$ cat src/rtl/fastcall_pkg.sv
package fastcall_pkg;

  typedef enum logic [1:0] {
    CFG_CSEL = 2'd0,
    CFG_EIP  = 2'd1,
    CFG_ESP  = 2'd2,
    CFG_NONE = 2'd3
  } cfg_idx_e;

  localparam int unsigned ENTRY_SS_OFS = 8;
  localparam int unsigned EXIT_CS_OFS  = 32;
  localparam int unsigned EXIT_SS_OFS  = 40;
  localparam logic [1:0]  RPL_KERNEL   = 2'b00;
  localparam logic [1:0]  RPL_USER     = 2'b11;

endpackage

$ cat src/rtl/fastcall_canon.sv
module fastcall_canon #(
  parameter int unsigned ADDR_W = 64,
  parameter int unsigned VA_W   = 48
) (
  input  logic [ADDR_W-1:0] addr,
  output logic              ok
);
  generate
    if (VA_W >= ADDR_W) begin : g_all_ok
      assign ok = 1'b1;
    end else begin : g_check
      localparam int unsigned TOP_W = ADDR_W - VA_W + 1;
      logic [TOP_W-1:0] top_bits;
      assign top_bits = addr[ADDR_W-1:VA_W-1];
      assign ok = (top_bits == '0) || (top_bits == '1);
    end
  endgenerate
endmodule

$ cat src/rtl/fastcall_cfg.sv
module fastcall_cfg
  import fastcall_pkg::*;
#(
  parameter int unsigned ADDR_W = 64,
  parameter int unsigned SEL_W  = 16
) (
  input  logic              clk,
  input  logic              rst,
  input  logic              we,
  input  logic [1:0]        idx,
  input  logic [ADDR_W-1:0] wdata,
  output logic [SEL_W-1:0]  code_sel,
  output logic [ADDR_W-1:0] entry_ip,
  output logic [ADDR_W-1:0] entry_sp
);
  always_ff @(posedge clk) begin
    if (rst) begin
      code_sel <= '0;
      entry_ip <= '0;
      entry_sp <= '0;
    end else if (we) begin
      case (cfg_idx_e'(idx))
        CFG_CSEL: code_sel <= wdata[SEL_W-1:0];
        CFG_EIP:  entry_ip <= wdata;
        CFG_ESP:  entry_sp <= wdata;
        default:  ;
      endcase
    end
  end

  a_r1_reset_clears: assert property (@(posedge clk)
    rst |=> (code_sel == '0 && entry_ip == '0 && entry_sp == '0));

  a_r2_spare_index_inert: assert property (@(posedge clk) disable iff (rst)
    (we && idx == 2'd3) |=> ($stable(code_sel) && $stable(entry_ip) && $stable(entry_sp)));
endmodule

$ cat src/rtl/fastcall_calc.sv
module fastcall_calc
  import fastcall_pkg::*;
#(
  parameter int unsigned ADDR_W = 64,
  parameter int unsigned SEL_W  = 16,
  parameter int unsigned VA_W   = 48,
  parameter int unsigned LIM_W  = 32
) (
  input  logic              enter,
  input  logic              leave,
  input  logic              long_en,
  input  logic              wide_mode,
  input  logic [SEL_W-1:0]  code_sel,
  input  logic [ADDR_W-1:0] entry_ip,
  input  logic [ADDR_W-1:0] entry_sp,
  input  logic [ADDR_W-1:0] ret_ip,
  input  logic [ADDR_W-1:0] ret_sp,
  output logic              fault,
  output logic [SEL_W-1:0]  cs,
  output logic [SEL_W-1:0]  ss,
  output logic [LIM_W-1:0]  base,
  output logic [LIM_W-1:0]  limit,
  output logic              cs_long,
  output logic [ADDR_W-1:0] ip,
  output logic [ADDR_W-1:0] sp
);
  localparam int unsigned NCHK  = 4;
  localparam int unsigned LOW_W = 32;

  logic [NCHK-1:0][ADDR_W-1:0] chk_addr;
  logic [NCHK-1:0]             chk_ok;

  assign chk_addr[0] = entry_ip;
  assign chk_addr[1] = entry_sp;
  assign chk_addr[2] = ret_ip;
  assign chk_addr[3] = ret_sp;

  generate
    for (genvar gi = 0; gi < NCHK; gi++) begin : g_canon
      fastcall_canon #(.ADDR_W(ADDR_W), .VA_W(VA_W)) u_canon (
        .addr (chk_addr[gi]),
        .ok   (chk_ok[gi])
      );
    end
  endgenerate

  logic             m64;
  logic             sel_null;
  logic [SEL_W-1:0] sel_p8, sel_p32, sel_p40;
  logic             entry_bad, exit_bad;

  assign m64       = wide_mode & long_en;
  assign sel_null  = (code_sel[SEL_W-1:2] == '0);
  assign sel_p8    = code_sel + SEL_W'(ENTRY_SS_OFS);
  assign sel_p32   = code_sel + SEL_W'(EXIT_CS_OFS);
  assign sel_p40   = code_sel + SEL_W'(EXIT_SS_OFS);
  assign entry_bad = m64 && (sel_null || !chk_ok[0] || !chk_ok[1]);
  assign exit_bad  = !chk_ok[2] || !chk_ok[3];

  function automatic logic [ADDR_W-1:0] narrow(input logic [ADDR_W-1:0] a, input logic wide);
    return wide ? a : {{(ADDR_W-LOW_W){1'b0}}, a[LOW_W-1:0]};
  endfunction

  always_comb begin
    fault   = 1'b0;
    cs      = '0;
    ss      = '0;
    base    = '0;
    limit   = '0;
    cs_long = 1'b0;
    ip      = '0;
    sp      = '0;
    if (enter && leave) begin
      fault = 1'b1;
    end else if (enter) begin
      if (entry_bad) begin
        fault = 1'b1;
      end else begin
        cs      = {code_sel[SEL_W-1:2], RPL_KERNEL};
        ss      = {sel_p8[SEL_W-1:2], RPL_KERNEL};
        limit   = '1;
        cs_long = long_en;
        ip      = narrow(entry_ip, long_en);
        sp      = narrow(entry_sp, long_en);
      end
    end else if (leave) begin
      if (exit_bad) begin
        fault = 1'b1;
      end else begin
        cs      = {sel_p32[SEL_W-1:2], RPL_USER};
        ss      = {sel_p40[SEL_W-1:2], RPL_USER};
        limit   = '1;
        cs_long = 1'b1;
        ip      = ret_ip;
        sp      = ret_sp;
      end
    end
  end
endmodule

$ cat src/rtl/fastcall_xfer.sv
module fastcall_xfer #(
  parameter int unsigned ADDR_W = 64,
  parameter int unsigned SEL_W  = 16,
  parameter int unsigned VA_W   = 48,
  parameter int unsigned LIM_W  = 32
) (
  input  logic              clk,
  input  logic              rst,
  input  logic              cfg_we,
  input  logic [1:0]        cfg_idx,
  input  logic [ADDR_W-1:0] cfg_wdata,
  input  logic              long_en,
  input  logic              wide_mode,
  input  logic              enter_req,
  input  logic              exit_req,
  input  logic [ADDR_W-1:0] ret_ip,
  input  logic [ADDR_W-1:0] ret_sp,
  output logic              rsp_valid,
  output logic              rsp_fault,
  output logic [SEL_W-1:0]  rsp_cs,
  output logic [SEL_W-1:0]  rsp_ss,
  output logic [LIM_W-1:0]  rsp_cs_base,
  output logic [LIM_W-1:0]  rsp_cs_limit,
  output logic              rsp_cs_long,
  output logic [LIM_W-1:0]  rsp_ss_base,
  output logic [LIM_W-1:0]  rsp_ss_limit,
  output logic [ADDR_W-1:0] rsp_ip,
  output logic [ADDR_W-1:0] rsp_sp
);
  logic [SEL_W-1:0]  code_sel;
  logic [ADDR_W-1:0] entry_ip, entry_sp;

  fastcall_cfg #(.ADDR_W(ADDR_W), .SEL_W(SEL_W)) u_cfg (
    .clk      (clk),
    .rst      (rst),
    .we       (cfg_we),
    .idx      (cfg_idx),
    .wdata    (cfg_wdata),
    .code_sel (code_sel),
    .entry_ip (entry_ip),
    .entry_sp (entry_sp)
  );

  logic              n_fault, n_long;
  logic [SEL_W-1:0]  n_cs, n_ss;
  logic [LIM_W-1:0]  n_base, n_limit;
  logic [ADDR_W-1:0] n_ip, n_sp;

  fastcall_calc #(.ADDR_W(ADDR_W), .SEL_W(SEL_W), .VA_W(VA_W), .LIM_W(LIM_W)) u_calc (
    .enter     (enter_req),
    .leave     (exit_req),
    .long_en   (long_en),
    .wide_mode (wide_mode),
    .code_sel  (code_sel),
    .entry_ip  (entry_ip),
    .entry_sp  (entry_sp),
    .ret_ip    (ret_ip),
    .ret_sp    (ret_sp),
    .fault     (n_fault),
    .cs        (n_cs),
    .ss        (n_ss),
    .base      (n_base),
    .limit     (n_limit),
    .cs_long   (n_long),
    .ip        (n_ip),
    .sp        (n_sp)
  );

  logic req_any;
  assign req_any = enter_req | exit_req;

  always_ff @(posedge clk) begin
    if (rst || !req_any) begin
      rsp_valid    <= 1'b0;
      rsp_fault    <= 1'b0;
      rsp_cs       <= '0;
      rsp_ss       <= '0;
      rsp_cs_base  <= '0;
      rsp_cs_limit <= '0;
      rsp_cs_long  <= 1'b0;
      rsp_ss_base  <= '0;
      rsp_ss_limit <= '0;
      rsp_ip       <= '0;
      rsp_sp       <= '0;
    end else begin
      rsp_valid    <= 1'b1;
      rsp_fault    <= n_fault;
      rsp_cs       <= n_cs;
      rsp_ss       <= n_ss;
      rsp_cs_base  <= n_base;
      rsp_cs_limit <= n_limit;
      rsp_cs_long  <= n_long;
      rsp_ss_base  <= n_base;
      rsp_ss_limit <= n_limit;
      rsp_ip       <= n_ip;
      rsp_sp       <= n_sp;
    end
  end

  a_r3_valid_follows_req: assert property (@(posedge clk) disable iff (rst)
    req_any |=> rsp_valid);

  a_r3_quiet_when_idle: assert property (@(posedge clk) disable iff (rst)
    !req_any |=> (!rsp_valid && !rsp_fault && rsp_ip == '0 && rsp_cs == '0));

  a_r9_fault_zeroes_fields: assert property (@(posedge clk) disable iff (rst)
    rsp_fault |-> (rsp_valid && rsp_cs == '0 && rsp_ss == '0 && rsp_ip == '0 &&
                   rsp_sp == '0 && !rsp_cs_long && rsp_cs_limit == '0));

  a_r7_exit_user_level: assert property (@(posedge clk) disable iff (rst)
    (exit_req && !enter_req) |=> (rsp_fault ||
      (rsp_cs[1:0] == 2'b11 && rsp_ss[1:0] == 2'b11 && rsp_cs_long)));

  a_r4_entry_kernel_level: assert property (@(posedge clk) disable iff (rst)
    (enter_req && !exit_req) |=> (rsp_fault ||
      (rsp_cs[1:0] == 2'b00 && rsp_ss[1:0] == 2'b00 && rsp_cs_base == '0 && rsp_ss_limit == '1)));

  a_r5_legacy_upper_zero: assert property (@(posedge clk) disable iff (rst)
    (enter_req && !exit_req && !long_en) |=>
      (rsp_ip[ADDR_W-1:32] == '0 && rsp_sp[ADDR_W-1:32] == '0 && !rsp_fault));

  a_r10_double_request: assert property (@(posedge clk) disable iff (rst)
    (enter_req && exit_req) |=> (rsp_valid && rsp_fault));
endmodule

$ cat config.mk
export PLATFORM = sky130hd
export DESIGN_NAME = fastcall_xfer
export DESIGN_NICKNAME = d
export VERILOG_FILES = /design/src/rtl/fastcall_pkg.sv /design/src/rtl/fastcall_canon.sv /design/src/rtl/fastcall_cfg.sv /design/src/rtl/fastcall_calc.sv /design/src/rtl/fastcall_xfer.sv
export SDC_FILE = /design/constraint.sdc
export NUM_CORES = 1
export LEC_CHECK = 0
export BUFFER_PORTS_ARGS = -buffer_cell sky130_fd_sc_hd__buf_2
export CORE_AREA = 2 2 189 191
export DETAILED_ROUTE_END_ITERATION = 7
export DIE_AREA = 0 0 191 193
export GPL_TIMING_DRIVEN = 0
export HOLD_SLACK_MARGIN = 0.12
export MAX_ROUTING_LAYER = met4
export PLACE_DENSITY_LB_ADDON = 0.25
export SLEW_MARGIN = 20
export SYNTH_ARGS = -nofsm -noshare
export SYNTH_HDL_FRONTEND = slang
export SYNTH_SLANG_ARGS = --single-unit
$ cat constraint.sdc
create_clock -name clk -period 2.2 [get_ports clk]
set_input_delay 0.44 -clock clk [delete_from_list [all_inputs] [get_ports clk]]
set_output_delay 0.44 -clock clk [all_outputs]
set_load 0.1 [all_outputs]
## Yosys cells after proc, flatten, opt, wreduce, memory -nomap -nowiden

Index checks and enable logic that the tools add are counted.

| word-level totals | value |
|---|---|
| flip-flop bits (word level) | 339 |
| output and inout bits | 291 |

| cells by class | value |
|---|---|
| add/sub/neg operators | 3 |
| eq/ne operators | 6 |
| multiplexer cells | 32 |
| bitwise logic cells | 2 |
| reductions and logical operators | 25 |

Operator list:

| cell | number |
|---|---|
| 64-bit 2-to-1 mux | 10 |
| 16-bit 2-to-1 mux | 8 |
| 32-bit 2-to-1 mux | 4 |
| 17-bit equality test, second input constant | 4 |
| 17-bit logical NOT | 4 |
| 16-bit by 6-bit adder with 16-bit output, second input constant | 2 |
| 16-bit by 4-bit adder with 16-bit output, second input constant | 1 |
| 14-bit logical NOT | 1 |
| 1-bit 2-to-1 mux | 10 |
| 1-bit logical OR | 8 |
| 2-bit AND reduction | 3 |
| 1-bit logical NOT | 5 |
| 2-bit by 1-bit equality test with 1-bit output, second input constant | 1 |
| 2-bit equality test, second input constant | 1 |
| 1-bit logical AND | 2 |
| 2-bit logical NOT | 1 |
| 2-bit OR reduction | 1 |
| 1-bit AND | 1 |
| 1-bit bitwise OR | 1 |

## Depth between registers and ports, before layout

Gate-level depths: netlist of run 1.

| depth | value |
|---|---|
| depth in word-level cells | 9 |
| depth in mapped cells | 10 |
| depth with buffers taken out | 8 |

## Hierarchy

A second synthesis of run 1 with hierarchy kept.

| second synthesis, totals | value |
|---|---|
| cells, all modules | 1,609 |
| area total of the unflattened synthesis | 15,906.5 µm² |

Modules (own cells, without submodules):

| module | instances | cells an instance | area each (µm²) |
|---|---|---|---|
| fastcall_xfer | 1 | 543 | 6,635.1 |
| fastcall_cfg | 1 | 540 | 5,921.9 |
| fastcall_calc | 1 | 478 | 2,954.1 |
| fastcall_canon | 4 | 12 | 98.8 |

## Least setup slack after synthesis of run 1

Ideal clock, no wire load.

| timing path | value |
|---|---|
| path type | register to output |
| start | register, netlist name rsp_ss_limit[30] |
| end | output rsp_cs_limit[10] |
| data arrival time | 2.470 ns |
| path slack | -0.710 ns |
| cell stages (with the launch flop) | 2 |
| cell sequence | dfxtp_1 > buf_4 |

RTL lines:

| item | line | RTL |
|---|---|---|
| end: declaration | fastcall_xfer.sv:23 | `output logic [LIM_W-1:0] rsp_cs_limit,` |

## Worst setup path in the final report of run 1

| timing path | value |
|---|---|
| start | register u_cfg.entry_ip[59] |
| end | register rsp_cs[13] |

| on the way | value |
|---|---|
| word-level cells in the longest chain between the ends | 8 |
| elaborated cells between the ends (all ways) | 9 |

RTL lines:

| item | line | RTL |
|---|---|---|
| start: declaration | fastcall_cfg.sv:13 | `output logic [ADDR_W-1:0] entry_ip,` |
| start signal: assignment | fastcall_cfg.sv:24 | `CFG_EIP: entry_ip <= wdata;` |
| 17-bit equality test or 17-bit logical NOT (tied branches) | fastcall_canon.sv:15 | `assign ok = (top_bits == '0) \|\| (top_bits == '1);` |
| 1-bit logical OR * | fastcall_canon.sv:15 |  |
| 1-bit logical NOT * | fastcall_calc.sv:57 | `assign entry_bad = m64 && (sel_null \|\| !chk_ok[0] \|\| !chk_ok[1]);` |
| 1-bit logical OR * (2 in series) | fastcall_calc.sv:57 |  |
| 1-bit logical AND * | fastcall_calc.sv:57 |  |
| 16-bit 2-to-1 mux * | fastcall_calc.sv:76 | `if (entry_bad) begin` |
| 16-bit 2-to-1 mux * | fastcall_calc.sv:75 | `end else if (enter) begin` |
| end signal: assignment | fastcall_xfer.sv:88 | `rsp_cs <= n_cs;` |
| end: declaration | fastcall_xfer.sv:20 | `output logic [SEL_W-1:0] rsp_cs,` |

Every way passes the cells marked *; elsewhere a longest branch is shown, timed or not.
A chain may end at the register's enable or synchronous reset.

==> run metrics, run 1 <==
post-synthesis sequential element count=between 300 and 400; startpoint types=flop; most frequent cell after synthesis=nand2_1; worst hold slack=between 100 and 150 ps; Synth area leaders=dfxtp_1 (52%), nand2_1 (9.9%), buf_4 (9.8%); dominant synthesized flop cell=dfxtp_1; IO Pins=just under 500; most frequent cells after synthesis=nand2_1 (306), dfxtp_1 (302), a21oi_1 (151), buf_4 (151), a22o_1 (94); CTS Sinks=302; final worst-path cycle share=1.064; Die W=approximately 190 um; initial antenna violation count=4; P per Cell Area=approximately 800 nW/um^2; number of remaining DRC errors=0; clock buffer depth=3; number of flops mapped to enable cells by yosys=0; Reg clk slew, reported paths=around 60 ps; min setup slack post-route=-141.5 ps; pin count of the biggest net entering global routing=34; Synth area leader=dfxtp_1; vias post-DR=~11000; max-cap viol count=0; total wire length=41.23 mm; Clock Skews=~17 ps; worst vdd ir=0.6041 mV; Fmax=about 430 MHz; post-synthesis cell type count=52; DRT antenna net count=0; core footprint=34960 um^2; Top Family by Delay on Critical Path=simple AND/OR/NAND/NOR gates; register area share after synthesis=0.5232; routed len/inst=about 18 um; first-pass GRT wire length=roughly 57 mm; routability congestion estimate=approximately 0.84; Yosys top cell area share=0.5232; max incr delay on CP=400 ps; HP Class=input pin to flop; Lkg Pwr=around 0.008 uW; Iter 0 DRT Violations=between 400 and 500; Worst Path Buf+Inv=3; GRT Total Usage=0.2080; crit end category=flop; Fillers=about 3400; clock latency on the worst-skew pair=between 500 and 600 ps; dpl hpwl=approximately 31 mm; Min Clock Period, post-route=2342 ps; Final #Nets=approximately 2000; Worst Path Arrival=approximately 2700 ps; type of the worst setup path=flop to flop; Starting Density=0.3305; Synth Warn #=0; grt ovf=0; syn_area_per_cell=around 9 um^2; Worst Path Max Fanout=7; CP max-delay cell=nor4_2; post-synthesis cell area=around 12000 um^2; vias in the first global route=around 10000; status=finished with violations; Die H=193 um; critical-path cell list=buf_4, nor4_2, nand4_1, mux2i_1, a41o_4, and2_4, buf_12, buf_8, o21ai_0, o41ai_2; Slew HR=0.4421; Pins Over Slew Limit=0; CTS HTree Levels=2; DP Worst Slack=-1003 ps; drt pass-1 iters=5; Finish-stage setup viols=approximately 130; CTS tree=built; final hold vios=0; ys async rst share=0; failing checks=setup timing; PortBufs=approximately 430; unrepaired setup endpoints after global routing=true; Num CTS Buffers=34; worst slew pin tran=836.8 ps; num rows=69; share of cells above drive strength 1=0.3986; Via density=4.709; Mapped Cells=approximately 1300; Worst EP required=2600 ps; Layout area overhead=45.95%; root buffer cell=clkbuf_16; DIE AREA=~37000 um^2
[layer usage]
| metal | GRT usage | vias to the layer above | part of all wire |
|---|---|---|---|
| met5 | - | - | 0 |
| met4 | 0.06082 | 0 | 0.026 |
| met3 | 0.04000 | 67 | 0.069 |
| met2 | 0.3645 | 480 | 0.50 |
| met1 | 0.2417 | 5096 | 0.40 |
| li1 | - | 5325 | - |
[area by class of cell]
type                            count  area [um^2]  share of cell area
Antenna cell                        4        10.01           0.0005935
Buffer                            219         1599             0.09481
Clock buffer                       47        991.0             0.05875
Clock inverter                     10        150.1            0.008902
Inverter                            5        18.77            0.001113
Multi-Input combinational cell    811         4528              0.2685
Sequential cell                   302         6090              0.3611
Tap cell                          461        576.8             0.03420
Timing Repair Buffer              470         2903              0.1721
[state kept, by name, indices dropped and copies added, names as in the netlist]
register / flops
rsp_sp: 64
rsp_fault: 1
rsp_cs_long: 1
u_cfg.entry_ip: 64
u_cfg.code_sel: 14
rsp_ss_limit: 1
rsp_valid: 1
rsp_cs: 15
u_cfg.entry_sp: 64
rsp_ip: 64
rsp_ss: 13
[layout by cell type, fill, tap and decap left out, drive strengths merged, types with 10 or more instances in the layout]
cell type	netlist	layout
a21oi	151	151
a21o	35	35
nand2	306	306
and2	10	10
a22o	94	94
conb	1	64
buf	179	622
nand4	19	19
dlygate4sd3	0	13
clkbuf	47	101
dfxtp	302	302
o21ai	23	23
nor4	18	18
nor2	18	18
[worst reg2reg max path: stages (launching register included)]
cell,delay (ps)
dfxtp_4,360
buf_4,130
nor4_2,400
nand4_1,140
mux2i_1,190
a41o_4,290
and2_4,220
buf_12,160
buf_8,130
o21ai_0,130
o41ai_2,90
[where the power goes]
part	total, uW	internal [uW]	switching [uW]	leakage (uW)
Combinational	1990	550	1440	0.00512
Sequential	5660	5570	90.5	0.00246
Clock	5780	3510	2270	0.000560
Total	13400	9630	3800	0.00814
[kinds of logic (layout without fill, tap and decap cells)]
| family | after synthesis | count (layout) | synth area share |
|---|---|---|---|
| adders and majority gates | 4 | 4 | 0.004223 |
| buffers and inverters | 231 | 751 | 0.1274 |
| and+or+nand+nor | 405 | 405 | 0.1498 |
| xor gates and xnor gates | 2 | 2 | 0.001516 |
| AOI/OAI and AO/OA | 333 | 333 | 0.1909 |
| muxes | 3 | 3 | 0.002599 |
| other | 1 | 68 | 0.0003245 |
| DFF | 302 | 302 | 0.5232 |
[metrics by stage]
step	std cells	utilization	power, uW	setup TNS, ps	instance area (um^2)
final	2329	0.4824	13430	-7453	16870
after global routing	2329	0.4824	13880	-14530	16870
after CTS	2300	0.4592	13430	-1412	16060
after detailed placement	2232	0.4149	7608	-132460	14510
after global placement	2232	0.4149	7594	-124670	14510
after floorplan	1344	-	7162	0	11790
[worst paths after layout]
path                        end  slack, ps  cells after the start               start
max reg2reg          rsp_cs[13]       -140                     10  u_cfg.entry_ip[59]
min                  rsp_sp[19]        140                      2          ret_sp[19]
min reg2reg  u_cfg.entry_ip[19]        450                      2  u_cfg.entry_ip[19]
max                  rsp_cs[13]       -140                     10  u_cfg.entry_ip[59]
[what timing repair did]
| item | 4_1_cts | 5_1_grt |
|---|---|---|
| pin swaps | 5 | 89 |
| hold endpoints to repair | 10 | 3 |
| setup buffers | 6 | 11 |
| hold buffers | 10 | 3 |
| cloned | 1 | 12 |
| resized for setup | 83 | 100 |
| setup endpoints to repair | 221 | 148 |
Power figures use the tool's default switching activity.
==> inputs of run 2 (changes only) <==
--- a/config.mk
+++ b/config.mk
@@ -6,9 +6,9 @@
 export NUM_CORES = 1
 export LEC_CHECK = 0
 export BUFFER_PORTS_ARGS = -buffer_cell sky130_fd_sc_hd__buf_2
-export CORE_AREA = 2 2 189 191
+export CORE_AREA = 2 2 194 196
 export DETAILED_ROUTE_END_ITERATION = 7
-export DIE_AREA = 0 0 191 193
+export DIE_AREA = 0 0 196 198
 export GPL_TIMING_DRIVEN = 0
 export HOLD_SLACK_MARGIN = 0.12
 export MAX_ROUTING_LAYER = met4
==> constraint.sdc (replaced) <==
create_clock -name clk -period 1.9 [get_ports clk]
set_input_delay 0.38 -clock clk [delete_from_list [all_inputs] [get_ports clk]]
set_output_delay 0.38 -clock clk [all_outputs]
set_load 0.1 [all_outputs]
==> run 2 against run 1 <==
  * Total power grew 15%
  * Die area rose by 5.3%
  * Via count up 4.8%
  * The run still ends with setup timing left
  * Register-to-register slack got worse by 270 ps
  * Non-clock buffer count rose by 134
==> run metrics, run 2 (same netlist as run 1, synthesis figures left out) <==
max-cap viol count=0; total wire length=42.63 mm; startpoint types=flop; CP max-delay cell=or4_1; CTS Sinks=approximately 300; type of the worst setup path=flop to flop; min setup slack post-route=-412.6 ps; most frequent cells in the layout=buf_2 (365), nand2_1 (302), dfxtp_1 (277); routability congestion estimate=roughly 0.86; IO Pins=just under 500; Fmax=roughly 430 MHz; HP Class=input pin to flop; Finish-stage setup viols=158; dpl hpwl=30.46 mm; first-pass GRT wire length=between 60 and 70 mm; cell-internal power=between 10000 and 15000 uW; Tot Pwr=around 15000 uW; Cell Area, Placed=roughly 15000 um^2; initial antenna violation count=7; worst vdd ir=approximately 0.47 mV; crit end category=flop; num rows=between 70 and 80; vias post-DR=~11000; total net switching power=between 4000 and 5000 uW; Layout area overhead=58.02%; Iter 0 DRT Violations=500; DIE AREA=a little under 40000 um^2; unrepaired setup endpoints after global routing=true; Num CTS Buffers=34; CTS HTree Levels=2; Final #Nets=2181; core footprint=~37000 um^2; combinational fraction of design power=0.168; drt pass-1 iters=5; Worst Path Max Fanout=6; PortBufs=~430; Flop pwr share=0.425; Min Clock Period, post-route=about 2300 ps; Worst Path Arrival=2760 ps; CTS tree=built; most frequent cell on the critical path=buf_12; failing checks=setup timing; pin count of the biggest net entering global routing=33; Worst Path Buf+Inv=3; Worst EP required=around 2400 ps; Slew HR=0.4178; max incr delay on CP=between 500 and 600 ps; root buffer cell=clkbuf_16; Pins Over Slew Limit=0; worst hold slack=around 140 ps; Clock power frac=0.407; clock latency on the worst-skew pair=between 500 and 600 ps; fin area=approximately 18000 um^2; number of remaining DRC errors=0; Die H=between 150 and 200 um; Die W=around 200 um; grt ovf=0; Starting Density=0.3127; P per Cell Area=843.7 nW/um^2; Lkg Pwr=between 0.008 and 0.009 uW; share of cells above drive strength 1=0.3735; Clock Skews=~15 ps; Via density=roughly 4.6; vias in the first global route=roughly 11000; post-route setup TNS=-47100 ps; DRT antenna net count=0; most common cell after layout, fill and taps aside=buf_2; Top Family by Delay on Critical Path=simple AND/OR/NAND/NOR gates; switching share of power=0.2874; clock buffer depth=3; critical-path cell list=nand4_1, or4_1, mux2i_1, a41o_4, and2_4, buf_12, buf_12, clkbuf_16, a22o_1; final worst-path cycle share=1.217; Reg clk slew, reported paths=roughly 60 ps; routed len/inst=17.18 um; worst slew pin tran=just under 900 ps; GRT Total Usage=0.2122; final hold vios=0; status=finished with violations
run 2: changes by cell type in the layout (fill, tap and decap cells not counted), sizes merged:
| cell | delta |
|---|---|
| clkbuf | -6 |
| clkinv | +3 |
| buf | +6 |
| diode | +3 |
| bufinv | -1 |
| dlygate4sd3 | +134 |
run 2: final cells by class:
type | instances | area [um^2]
antenna | 7 | 17.52
sequential | 302 | 6087
fill | 3450 | 18690
timing repair buffer | 603 | 4348
clock buffer | 47 | 919.6
buffer | 220 | 1619
inverter | 5 | 18.77
tap | 474 | 593.1
multi-input combinational | 811 | 4527
clock inverter | 12 | 131.4
run 2: power by group through the flow:
stage,clock [uW],sequential (uW),combinational (uW)
after floorplan,0,6830,1470
after global placement,0,6690,2100
after detailed placement,0,6690,2110
after CTS,6420,6540,2490
after global routing,6660,6560,2710
final,6270,6550,2580
run 2: timing repair:
item / 4_1_cts / 5_1_grt
cloned: 1 / 5
pin swaps: 25 / 55
hold buffers: 146 / 1
endpoints found under the setup margin: 239 / 268
gates resized for setup: 140 / 94
setup buffers: 20 / 4
endpoints found under the hold margin: 192 / 1
run 2: per-layer routing:
metal  global-route usage  vias to the layer above  wire length, um  part of all wire
li1                     -                     5595                -                 -
met2               0.3825                      491            21410              0.50
met3              0.04309                       81             2835             0.066
met1               0.2384                     5328            17320              0.41
met4              0.05864                        0             1065             0.025
met5                    -                        -                0                 0
run 2: metrics by stage:
step                utilization  setup WS [ps]  std cells
floorplan                     -         -33.72       1344
CTS                      0.4804         -387.3       2467
detailed placement       0.3951          -1110       2245
global placement         0.3951          -1149       2245
finish                   0.4941         -412.6       2481
global route             0.4941         -469.8       2481
run 2: path summary, 6_finish.rpt:
| path | startpoint | end | slack (ps) | cells after the start |
|---|---|---|---|---|
| hold reg to reg | u_cfg.entry_sp[45] | u_cfg.entry_sp[45] | 450 | 2 |
| hold / removal | ret_ip[12] | rsp_ip[12] | 140 | 2 |
| setup reg to reg | u_cfg.entry_ip[54] | rsp_sp[3] | -410 | 9 |
| setup / recovery | u_cfg.entry_ip[54] | rsp_sp[3] | -410 | 9 |
